$ cat config.mk
export PLATFORM = sky130hd
export DESIGN_NAME = cam_chain_node
export DESIGN_NICKNAME = d
export VERILOG_FILES = /design/src/rtl/cam_chain_pkg.sv /design/src/rtl/cam_chain_flags.sv /design/src/rtl/cam_chain_select.sv /design/src/rtl/cam_chain_grant.sv /design/src/rtl/cam_chain_node.sv
export SDC_FILE = /design/constraint.sdc
export NUM_CORES = 1
export LEC_CHECK = 0
export BUFFER_PORTS_ARGS = -buffer_cell sky130_fd_sc_hd__clkbuf_2
export CAP_MARGIN = 20
export CORE_MARGIN = 2
export CORE_UTILIZATION = 47
export DETAILED_ROUTE_END_ITERATION = 6
export GPL_TIMING_DRIVEN = 0
export HOLD_SLACK_MARGIN = 0.02
export PLACE_DENSITY_LB_ADDON = 0.2
export REMOVE_ABC_BUFFERS = 1
export SLEW_MARGIN = 20
export SYNTH_ARGS = -nofsm -noshare
export SYNTH_HDL_FRONTEND = slang
export SYNTH_SLANG_ARGS = --single-unit
export TNS_END_PERCENT = 30
$ cat constraint.sdc
create_clock -name clk -period 1.5 [get_ports clk]
set_input_delay 0.075 -clock clk [delete_from_list [all_inputs] [get_ports clk]]
set_output_delay 0.075 -clock clk [all_outputs]
set_load 0.05 [all_outputs]
$ cat src/rtl/cam_chain_pkg.sv
package cam_chain_pkg;

    typedef enum logic [2:0] {
        CK_RD_MEM    = 3'd0,
        CK_RD_REG    = 3'd1,
        CK_RD_NFREG  = 3'd2,
        CK_RD_STATUS = 3'd3,
        CK_WR_HPM    = 3'd4,
        CK_WR_NF     = 3'd5,
        CK_WR_OTHER  = 3'd6,
        CK_RESERVED  = 3'd7
    } cyc_kind_e;

    typedef struct packed {
        logic sys_match;
        logic sys_full;
        logic hpm_own;
        logic nf_own;
    } chain_flags_t;

    typedef struct packed {
        logic drive;
        logic accept;
    } chain_rsp_t;

    function automatic logic kind_is_read(input cyc_kind_e k);
        return (k == CK_RD_MEM) || (k == CK_RD_REG) ||
               (k == CK_RD_NFREG) || (k == CK_RD_STATUS);
    endfunction

endpackage

$ cat src/rtl/cam_chain_flags.sv
module cam_chain_flags
    import cam_chain_pkg::*;
(
    input  logic         up_match,
    input  logic         up_full,
    input  logic         local_match,
    input  logic         local_full,
    output chain_flags_t flags
);
    always_comb begin
        flags.sys_match = up_match | local_match;
        flags.sys_full  = up_full & local_full;
        flags.hpm_own   = local_match & ~up_match;
        flags.nf_own    = up_full & ~local_full;
    end
endmodule

$ cat src/rtl/cam_chain_select.sv
module cam_chain_select #(
    parameter int PAGE_W = 16
) (
    input  logic              clk,
    input  logic              rst,
    input  logic              page_wr,
    input  logic              sel_wr,
    input  logic [PAGE_W-1:0] wdata,
    output logic [PAGE_W-1:0] page_q,
    output logic              selected
);
    localparam logic [PAGE_W-1:0] BCAST = {PAGE_W{1'b1}};

    logic [PAGE_W-1:0] sel_q;

    always_ff @(posedge clk) begin
        if (rst) begin
            page_q <= '0;
            sel_q  <= BCAST;
        end else begin
            if (page_wr) page_q <= wdata;
            if (sel_wr)  sel_q  <= wdata;
        end
    end

    always_comb selected = (sel_q == BCAST) || (sel_q == page_q);
endmodule

$ cat src/rtl/cam_chain_grant.sv
module cam_chain_grant
    import cam_chain_pkg::*;
(
    input  logic         clk,
    input  logic         rst,
    input  logic         cyc_valid,
    input  cyc_kind_e    kind,
    input  logic         selected,
    input  logic         local_match,
    input  chain_flags_t flags,
    output chain_rsp_t   rsp
);
    chain_rsp_t rsp_d;

    always_comb begin
        rsp_d = '0;
        if (cyc_valid) begin
            unique case (kind)
                CK_RD_MEM,
                CK_RD_REG:    rsp_d.drive  = selected & local_match;
                CK_RD_NFREG:  rsp_d.drive  = selected;
                CK_RD_STATUS: rsp_d.drive  = flags.hpm_own;
                CK_WR_HPM:    rsp_d.accept = flags.hpm_own;
                CK_WR_NF:     rsp_d.accept = flags.nf_own;
                CK_WR_OTHER:  rsp_d.accept = selected;
                default:      rsp_d        = '0;
            endcase
        end
    end

    always_ff @(posedge clk) begin
        if (rst) rsp <= '0;
        else     rsp <= rsp_d;
    end
endmodule

$ cat src/rtl/cam_chain_node.sv
module cam_chain_node
    import cam_chain_pkg::*;
#(
    parameter int PAGE_W = 16,
    parameter int IDX_W  = 8,
    localparam int ADDR_W = PAGE_W + IDX_W
) (
    input  logic              clk,
    input  logic              rst,
    input  logic              cfg_page_wr,
    input  logic              cfg_sel_wr,
    input  logic [PAGE_W-1:0] cfg_data,
    input  logic              up_match,
    input  logic              up_full,
    input  logic              local_match,
    input  logic              local_full,
    input  logic [IDX_W-1:0]  local_idx,
    input  logic              cyc_valid,
    input  logic [2:0]        cyc_kind,
    output logic              sys_match,
    output logic              sys_full,
    output logic [ADDR_W-1:0] status_addr,
    output logic              hpm_owner,
    output logic              nf_owner,
    output logic              rsp_drive,
    output logic              rsp_accept
);
    chain_flags_t      flags;
    chain_rsp_t        rsp;
    logic [PAGE_W-1:0] page_q;
    logic              selected;

    cam_chain_flags u_flags (
        .up_match    (up_match),
        .up_full     (up_full),
        .local_match (local_match),
        .local_full  (local_full),
        .flags       (flags)
    );

    cam_chain_select #(.PAGE_W(PAGE_W)) u_select (
        .clk      (clk),
        .rst      (rst),
        .page_wr  (cfg_page_wr),
        .sel_wr   (cfg_sel_wr),
        .wdata    (cfg_data),
        .page_q   (page_q),
        .selected (selected)
    );

    cam_chain_grant u_grant (
        .clk         (clk),
        .rst         (rst),
        .cyc_valid   (cyc_valid),
        .kind        (cyc_kind_e'(cyc_kind)),
        .selected    (selected),
        .local_match (local_match),
        .flags       (flags),
        .rsp         (rsp)
    );

    assign sys_match   = flags.sys_match;
    assign sys_full    = flags.sys_full;
    assign hpm_owner   = flags.hpm_own;
    assign nf_owner    = flags.nf_own;
    assign status_addr = {page_q, local_idx};
    assign rsp_drive   = rsp.drive;
    assign rsp_accept  = rsp.accept;
endmodule

Yosys cells after proc, flatten, opt, wreduce, memory -nomap -nowiden. Index checks and enable logic that the tools add are counted.

Bits in registers: 34. Input bits: 36. Output and inout bits: 30. Logic and storage cells: 26.

Eq/ne operators: 8. Muxes and demuxes: 2. Bitwise logic cells: 8. Reductions and logical operators: 4.

Operators by type and width (count): == test 16 bit (1); == test 16 bit, second input constant (1); == test 3 bit, second input constant (3); == test 3 x 2 -> 1 bit, second input constant (2); case mux 1 bit (3 select lines) (2); bitwise AND 1 bit (4); OR reduction 2 bit (2); == test 3 x 1 -> 1 bit, second input constant (1); zero test 3 bit (1); NOT 1 bit (3); logical OR 1 bit (1); bitwise OR 1 bit (1).

Logic depth before layout (Yosys ltp). Gate-level depths: netlist of the first run.

Word-level depth: 4. Mapped depth: 4. Gate-level depth less buffers: 4.

By module. Synthesis of the first run repeated with hierarchy kept, for this count alone.

Cells, all modules: 154. Area, all modules: 1534.0 µm².

Modules (own cells, without submodules): cam_chain_select (instances 1, cells each 131, area an instance 1347.5 µm², seq. area each 640.6 µm²); cam_chain_grant (instances 1, cells each 11, area an instance 101.3 µm², seq. area each 40.0 µm²); cam_chain_node (instances 1, cells each 8, area an instance 60.1 µm², seq. area each 0.0 µm²); cam_chain_flags (instances 1, cells each 4, area an instance 25.0 µm², seq. area each 0.0 µm²).

Worst setup path after synthesis of the first run. Ideal clock, no wire load.

Kind: register -> register. Start point: register u_select.page_q[10]. End point: register u_grant.rsp[1] (netlist name). Library setup time: 0.103 ns. Arrival time: 1.472 ns. Data required time: 1.397 ns. Slack: -0.075 ns. Stages on the path, launching flop included: 5. Path buffers: 0. Period minus slack after synthesis: 1.575 ns. Path through: dfxtp_1 > xor2_1 > nor4_1 > nand4_1 > a2111oi_2.

Word-level cells in the longest chain between the ends: 4.

Ends and longest elaborated chain: start, declared (RTL line cam_chain_select.sv:9) `output logic [PAGE_W-1:0] page_q,`; start signal, assigned (RTL line cam_chain_select.sv:21) `if (page_wr) page_q <= wdata;`; == test 16 bit (*) (RTL line cam_chain_select.sv:26) `always_comb selected = (sel_q == BCAST) || (sel_q == page_q);`; logical OR 1 bit (*) (RTL line cam_chain_select.sv:26); bitwise AND 1 bit (RTL line cam_chain_grant.sv:20) `CK_RD_REG: rsp_d.drive = selected & local_match;`; case mux 1 bit (3 select lines) (*) (RTL line cam_chain_grant.sv:18) `unique case (kind)`.

Every way passes the cells marked *; elsewhere a longest branch is shown, timed or not. A chain may end at the register's enable or synchronous reset.

Worst setup path after layout of the first run.
Start point: register u_select.sel_q[0]. End point: register u_grant.rsp[1] (netlist name).

Word-level cells in the longest chain between the ends: 4. Elaborated cells between the ends (all ways): 5. Those cells by class: eq/ne: 2; mux: 1; bitwise: 1; reduce/logical: 1.

Ends and longest elaborated chain: start, declared (RTL line cam_chain_select.sv:14) `logic [PAGE_W-1:0] sel_q;`; start signal, assigned (RTL line cam_chain_select.sv:22) `if (sel_wr) sel_q <= wdata;`; == test 16 bit (RTL line cam_chain_select.sv:26); logical OR 1 bit (*) (RTL line cam_chain_select.sv:26); bitwise AND 1 bit (RTL line cam_chain_grant.sv:20); case mux 1 bit (3 select lines) (*) (RTL line cam_chain_grant.sv:18).

Marks and branches as above.

==> impl_metrics.env, run 1 <==
export IMPL_outcome="complete, no violations"
export IMPL_drc=0
export IMPL_end_kind="flop"
export IMPL_worstSetupStartpointType="flop"
export IMPL_synth_distinct_cells=22
export IMPL_area_growth_pct=30.9
export IMPL_dp_hpwl_um=2450
export IMPL_final_layout_size_suffix_gt1_frac=0.321
export IMPL_cts_tree="yes"
export IMPL_fin_area_mm2=0.00200
export IMPL_whs_path_depth=3
export IMPL_via_count=1313
export IMPL_nets=251
export IMPL_worst_skew_pair_late_latency_ns=0.33
export IMPL_clock_fmax_mhz=698
export IMPL_yosysSeqAreaShare=0.444
export IMPL_clockRootBuffer="clkbuf_4"
export IMPL_finalSetupViolCount=0
export IMPL_num_antenna_cells=0
export IMPL_r2r_start="u_select.sel_q[0]$_SDFFE_PP1P_"
export IMPL_gr_usage_all_layers=0.223
export IMPL_worstMarginPinSlew_ns=0.568
export IMPL_n_fill_cell=289
export IMPL_p_leak_nw=0.948
export IMPL_critPathMaxFanout=3
export IMPL_critPathRequiredTime_ns=1.73
export IMPL_hold_viol_final=0
export IMPL_gp_congestion=0.692
export IMPL_fin_crit_sh=0.955
export IMPL_p_per_area_mw_per_mm2=942
export IMPL_wl_um=3690
export IMPL_die_width_um=61.1
export IMPL_start_util=0.498
export IMPL_num_rows=20
export IMPL_synth_avg_cell_area_um2=9.82
export IMPL_drt_iter0_drc=53
export IMPL_arrival_ns=1.66
export IMPL_grt_pass1_wl_um=5950
export IMPL_maxCapViolCount=0
export IMPL_min_period_ns=1.43
export IMPL_yosys_warnings=0
export IMPL_grt_max_degree=19
export IMPL_numPortBuffers=49
export IMPL_cts_buffers=5
export IMPL_antenna_found_initial=0
export IMPL_grt_overflow=0
export IMPL_crit_type="reg2reg"
export IMPL_cts_sinks=34
export IMPL_hold_path_class="in2reg"
export IMPL_peakVddDrop_mv=0.592
export IMPL_power_total_w=0.00189
export IMPL_first_pass_iters=6
export IMPL_hold_end="u_grant.rsp[1]$_SDFF_PP0_"
export IMPL_syn_inst=156
export IMPL_ioPinCount=66
export IMPL_wire_per_inst_um=14.2
export IMPL_r2r_cells=4
export IMPL_syn_area_mm2=0.00153
export IMPL_h_tree_depth=2
export IMPL_place_area_mm2=0.00174
export IMPL_hold_start="local_match"
export IMPL_antenna_left=0
export IMPL_rsz0062_at_grt="yes"
export IMPL_synth_seq_cells=34
export IMPL_routed_via_density=5.07
export IMPL_ctsLongestPathBuffers=2
export IMPL_grt_pass1_vias=1297
export IMPL_regToRegSetupSlack_ns=0.07
export IMPL_skew_ns=0.00500
export IMPL_regToRegEndpoint="u_grant.rsp[1]$_SDFF_PP0_"
export IMPL_die_area_mm2=0.00373
export IMPL_design_core_area_mm2=0.00308
export IMPL_fp_dieH_um=61.1
export IMPL_clk_pin_slew_worst_paths_ns=0.09
export IMPL_slew_violations=0
export IMPL_relSlewSlack=0.621
[through the flow]
step / TNS [ns] / util / instances / worst slack, ns / hold slack [ns]
floorplan: -0.0751 / - / 141 / -0.0751 / 0.144
global placement: 0 / 0.565 / 234 / 0.0387 / 0.151
detailed placement: 0 / 0.565 / 234 / 0.0319 / 0.151
CTS: 0 / 0.641 / 259 / 0.0161 / 0.129
global route: -0.0237 / 0.651 / 259 / -0.0237 / 0.133
finish: 0 / 0.651 / 259 / 0.0679 / 0.150
[placed cells by master, fill, tap and decap left out, drive strengths merged]
cell	synthesis	final
nand3b	1	1
clkbuf	3	54
nand2	18	18
nor4	5	5
nor2	17	17
dlygate4sd3	0	18
and2b	2	2
nand4	5	5
and2	1	1
or3b	1	1
or2	1	1
a31oi	1	1
clkinv	1	3
a21oi	3	3
dfxtp	34	34
nor2b	1	1
o2111ai	1	1
mux2i	32	32
xor2	16	16
a2111oi	1	1
[state kept, by name (all words and copies together) (netlist names)]
register,count
u_select.page_q,16
u_grant.rsp,2
u_select.sel_q,16
[worst max-delay path by stage]
stage / slack, ns / cells past startpoint / start / end
6_report: 0.07 / 4 / u_select.sel_q[0]$_SDFFE_PP1P_ / u_grant.rsp[1]$_SDFF_PP0_
2_1_floorplan: -0.08 / 4 / u_select.page_q[10]$_SDFFE_PP0P_ / u_grant.rsp[1]$_SDFF_PP0_
5_1_grt: -0.02 / 4 / u_select.sel_q[14]$_SDFFE_PP1P_ / u_grant.rsp[1]$_SDFF_PP0_
3_5_place_dp: 0.03 / 4 / u_select.page_q[2]$_SDFFE_PP0P_ / u_grant.rsp[1]$_SDFF_PP0_
3_3_place_gp: 0.04 / 4 / u_select.page_q[4]$_SDFFE_PP0P_ / u_grant.rsp[1]$_SDFF_PP0_
4_1_cts: 0.02 / 4 / u_select.page_q[4]$_SDFFE_PP0P_ / u_grant.rsp[1]$_SDFF_PP0_
[power breakdown]
part / leakage [nW] / internal (W) / switching, W
Combinational: 0.638 / 0.000163 / 0.000261
Sequential: 0.279 / 0.000957 / 0.0000491
Clock: 0.0308 / 0.000168 / 0.000289
Total: 0.948 / 0.00129 / 0.000599
[layer usage]
layer,share of wire,global-route usage,up-vias
li1,-,-,642
met1,0.42,0.245,621
met2,0.52,0.392,45
met3,0.052,0.0735,5
met4,0.012,0.0932,0
met5,0,0,-
[synthesized netlist by cell type]
master,count,area (um2)
mux2i_1,32,320
and2b_1,2,15.0
nor4_2,1,12.5
nand3b_1,1,7.51
dfxtp_1,34,681
and2_1,1,6.26
buf_2,4,20.0
nor2b_1,1,6.26
clkinv_1,1,3.75
clkbuf_1,3,11.3
a31oi_1,1,6.26
nand2_1,18,67.6
a21oi_1,3,15.0
or3b_1,1,8.76
a2111oi_2,1,15.0
nor2_1,17,63.8
or2_2,1,6.26
xor2_1,16,140
nand4_1,5,31.3
buf_4,8,60.1
nor4_1,4,25.0
o2111ai_1,1,8.76
[area by class of cell]
cell class,instances,area (um2),area share
clock buffer,5,37.5,0.0187
clock inverter,2,10.0,0.00499
inverter,1,3.75,0.00187
multi-input combinational,106,783,0.391
sequential,34,689,0.344
tap,44,55.1,0.0275
timing repair buffer,67,425,0.212
[critical path: stages (launching register included)]
cell	delay (ns)
dfxtp_1	0.39
nand4_1	0.17
nor4_4	0.35
a31oi_1	0.09
a2111oi_2	0.34
[timing repair]
action                                  CTS  global route
pin swaps                                 0             4
gates resized for setup                   1            10
endpoints found under the hold margin    29             0
endpoints found under the setup margin    1             1
hold buffers                             18             0
buffers inserted                          0             0
[logic make-up after synthesis]
| logic type | share of synthesized area |
|---|---|
| xor+xnor | 0.0915 |
| compound gates | 0.0294 |
| flops | 0.444 |
| mux | 0.209 |
| buf+inv | 0.0621 |
| simple gates | 0.163 |
No activity file was read; power rests on OpenSTA's default activity.
==> inputs of run 2 (changes only) <==
Settings changed: HOLD_SLACK_MARGIN 0.02 to 0.15, SETUP_SLACK_MARGIN set to 0.15.
==> run 2 against run 1 <==
Net effect: clock-buffer cell count is the same; non-clock buffer count grew 2; global-route usage grew 0.22 points; combinational power grew 0.9%; critical path type unchanged; largest power group unchanged.
==> impl_metrics.env, run 2 (same netlist as run 1, synthesis figures left out) <==
export IMPL_first_pass_iters=4
export IMPL_antenna_found_initial=0
export IMPL_power_total_w=0.00189
export IMPL_outcome="complete, no violations"
export IMPL_antenna_left=0
export IMPL_p_leak_nw=0.956
export IMPL_critPathRequiredTime_ns=1.73
export IMPL_grt_max_degree=19
export IMPL_drt_iter0_drc=37
export IMPL_num_rows=20
export IMPL_p_per_area_mw_per_mm2=934
export IMPL_grt_pass1_wl_um=6020
export IMPL_crit_buf_inv=0
export IMPL_grt_overflow=0
export IMPL_regToRegEndpoint="u_grant.rsp[1]$_SDFF_PP0_"
export IMPL_layout_commonest_cell="clkbuf_2"
export IMPL_min_period_ns=1.44
export IMPL_ctsLongestPathBuffers=2
export IMPL_final_cell_mix="clkbuf_2, mux2i_1, dfxtp_1, dlygate4sd3_1, nand2_1"
export IMPL_clockRootBuffer="clkbuf_4"
export IMPL_largest_registers="u_select.page_q: 16 flops, u_select.sel_q: 16 flops, u_grant.rsp: 2 flops"
export IMPL_dp_cells=234
export IMPL_fp_dieH_um=61.1
export IMPL_regToRegSetupSlack_ns=0.06
export IMPL_regArea_um2=687
export IMPL_finalSetupViolCount=0
export IMPL_endpoint="u_grant.rsp[1]$_SDFF_PP0_"
export IMPL_postCtsSetupBuffers=0
export IMPL_wire_per_inst_um=14.2
export IMPL_timing_hold_ws_ns=0.150
export IMPL_n_fill_cell=291
export IMPL_area_growth_pct=32.3
export IMPL_crit_type="reg2reg"
export IMPL_fin_crit_sh=0.962
export IMPL_skew_ns=0.00418
export IMPL_cts_buffers=5
export IMPL_wl_um=3700
export IMPL_worstMarginPinSlew_ns=0.570
export IMPL_peakVddDrop_mv=0.592
export IMPL_hold_path_class="in2out"
export IMPL_tns_ns=0
export IMPL_gp_congestion=0.692
export IMPL_cp_depth=4
export IMPL_path_cells="nand4_1 -> nor4_4 -> a31oi_1 -> a2111oi_2"
export IMPL_final_layout_size_suffix_gt1_frac=0.313
export IMPL_dp_hpwl_um=2450
export IMPL_maxCapViolCount=0
export IMPL_finalNonFillerCells=261
export IMPL_drc=0
export IMPL_design_core_area_mm2=0.00308
export IMPL_fin_area_mm2=0.00203
export IMPL_numPortBuffers=49
export IMPL_end_kind="flop"
export IMPL_die_width_um=61.1
export IMPL_relSlewSlack=0.620
export IMPL_cts_sinks=34
export IMPL_multi_input_area_um2=787
export IMPL_h_tree_depth=2
export IMPL_rsz0062_at_grt="yes"
export IMPL_place_area_mm2=0.00174
export IMPL_hold_viol_final=0
export IMPL_num_antenna_cells=0
export IMPL_die_area_mm2=0.00373
export IMPL_nets=253
export IMPL_worstSetupStartpointType="flop"
export IMPL_r2r_cells=4
export IMPL_worst_skew_pair_late_latency_ns=0.33
export IMPL_cpPeakStageDelay_ns=0.39
export IMPL_crit_family="simple AND/OR/NAND/NOR gates"
export IMPL_routed_via_density=5.07
export IMPL_ioPinCount=66
export IMPL_slew_violations=0
export IMPL_grt_pass1_vias=1318
export IMPL_via_count=1324
export IMPL_start_util=0.498
export IMPL_r2r_start="u_select.sel_q[1]$_SDFFE_PP1P_"
export IMPL_clock_fmax_mhz=693
export IMPL_critPathMaxFanout=3
export IMPL_cts_tree="yes"
export IMPL_cp_startpoint="u_select.sel_q[1]$_SDFFE_PP1P_"
export IMPL_gr_usage_all_layers=0.225
export IMPL_clk_pin_slew_worst_paths_ns=0.09
export IMPL_arrival_ns=1.67
export IMPL_cp_slowest_cell="dfxtp_1"
-- run 2: cell count changes in the layout (fill, tap and decap cells not counted), sizes merged --
cell         delta
dlygate4sd3     +2
clkbuf          -1
buf             +1
-- run 2: what timing repair did --
| action | CTS | global route |
|---|---|---|
| resized for setup | 2 | 9 |
| pin swaps | 1 | 3 |
| gates cloned | 0 | 0 |
| hold endpoints to repair | 34 | 0 |
| hold buffers | 20 | 0 |
| setup endpoints to repair | 1 | 3 |
-- run 2: through the flow --
step	utilization	setup slack [ns]
2_1_floorplan	-	-0.0751
3_3_place_gp	0.565	0.0387
3_5_place_dp	0.565	0.0319
4_1_cts	0.650	0.0339
5_1_grt	0.658	-0.0344
6_report	0.658	0.0575
-- run 2: area by class of cell --
type	instances	share of cell area
clock buffer	5	0.0185
multi-input combinational	106	0.389
tap	44	0.0272
timing repair buffer	69	0.220
sequential	34	0.339
clock inverter	2	0.00494
inverter	1	0.00185
-- run 2: worst register-to-register path, cell delays in order (launching register included) --
cell and delay [ns]:
dfxtp_1 0.39, nand4_1 0.18, nor4_4 0.35, a31oi_1 0.09, a2111oi_2 0.34
-- run 2: worst min-delay path by stage --
stage	to	slack, ns	startpoint	cells after the start
floorplan	u_grant.rsp[1]$_SDFF_PP0_	0.14	cyc_kind[2]	1
global placement	status_addr[0]	0.15	local_idx[0]	0
detailed placement	status_addr[0]	0.15	local_idx[0]	0
CTS	status_addr[0]	0.15	local_idx[0]	0
global route	status_addr[1]	0.15	local_idx[1]	0
finish	status_addr[0]	0.15	local_idx[0]	0
-- run 2: report_power, final --
group / switching [W] / internal, W
combinational: 0.000261 / 0.000167
sequential: 0.0000490 / 0.000956
clock: 0.000290 / 0.000168
total: 0.000601 / 0.00129
-- run 2: per-layer routing --
layer	vias up	routed length, um	GRT usage
li1	645	-	-
met1	631	1550	0.245
met2	43	1910	0.400
met3	5	190	0.0735
met4	0	44	0.0932
met5	-	0	0
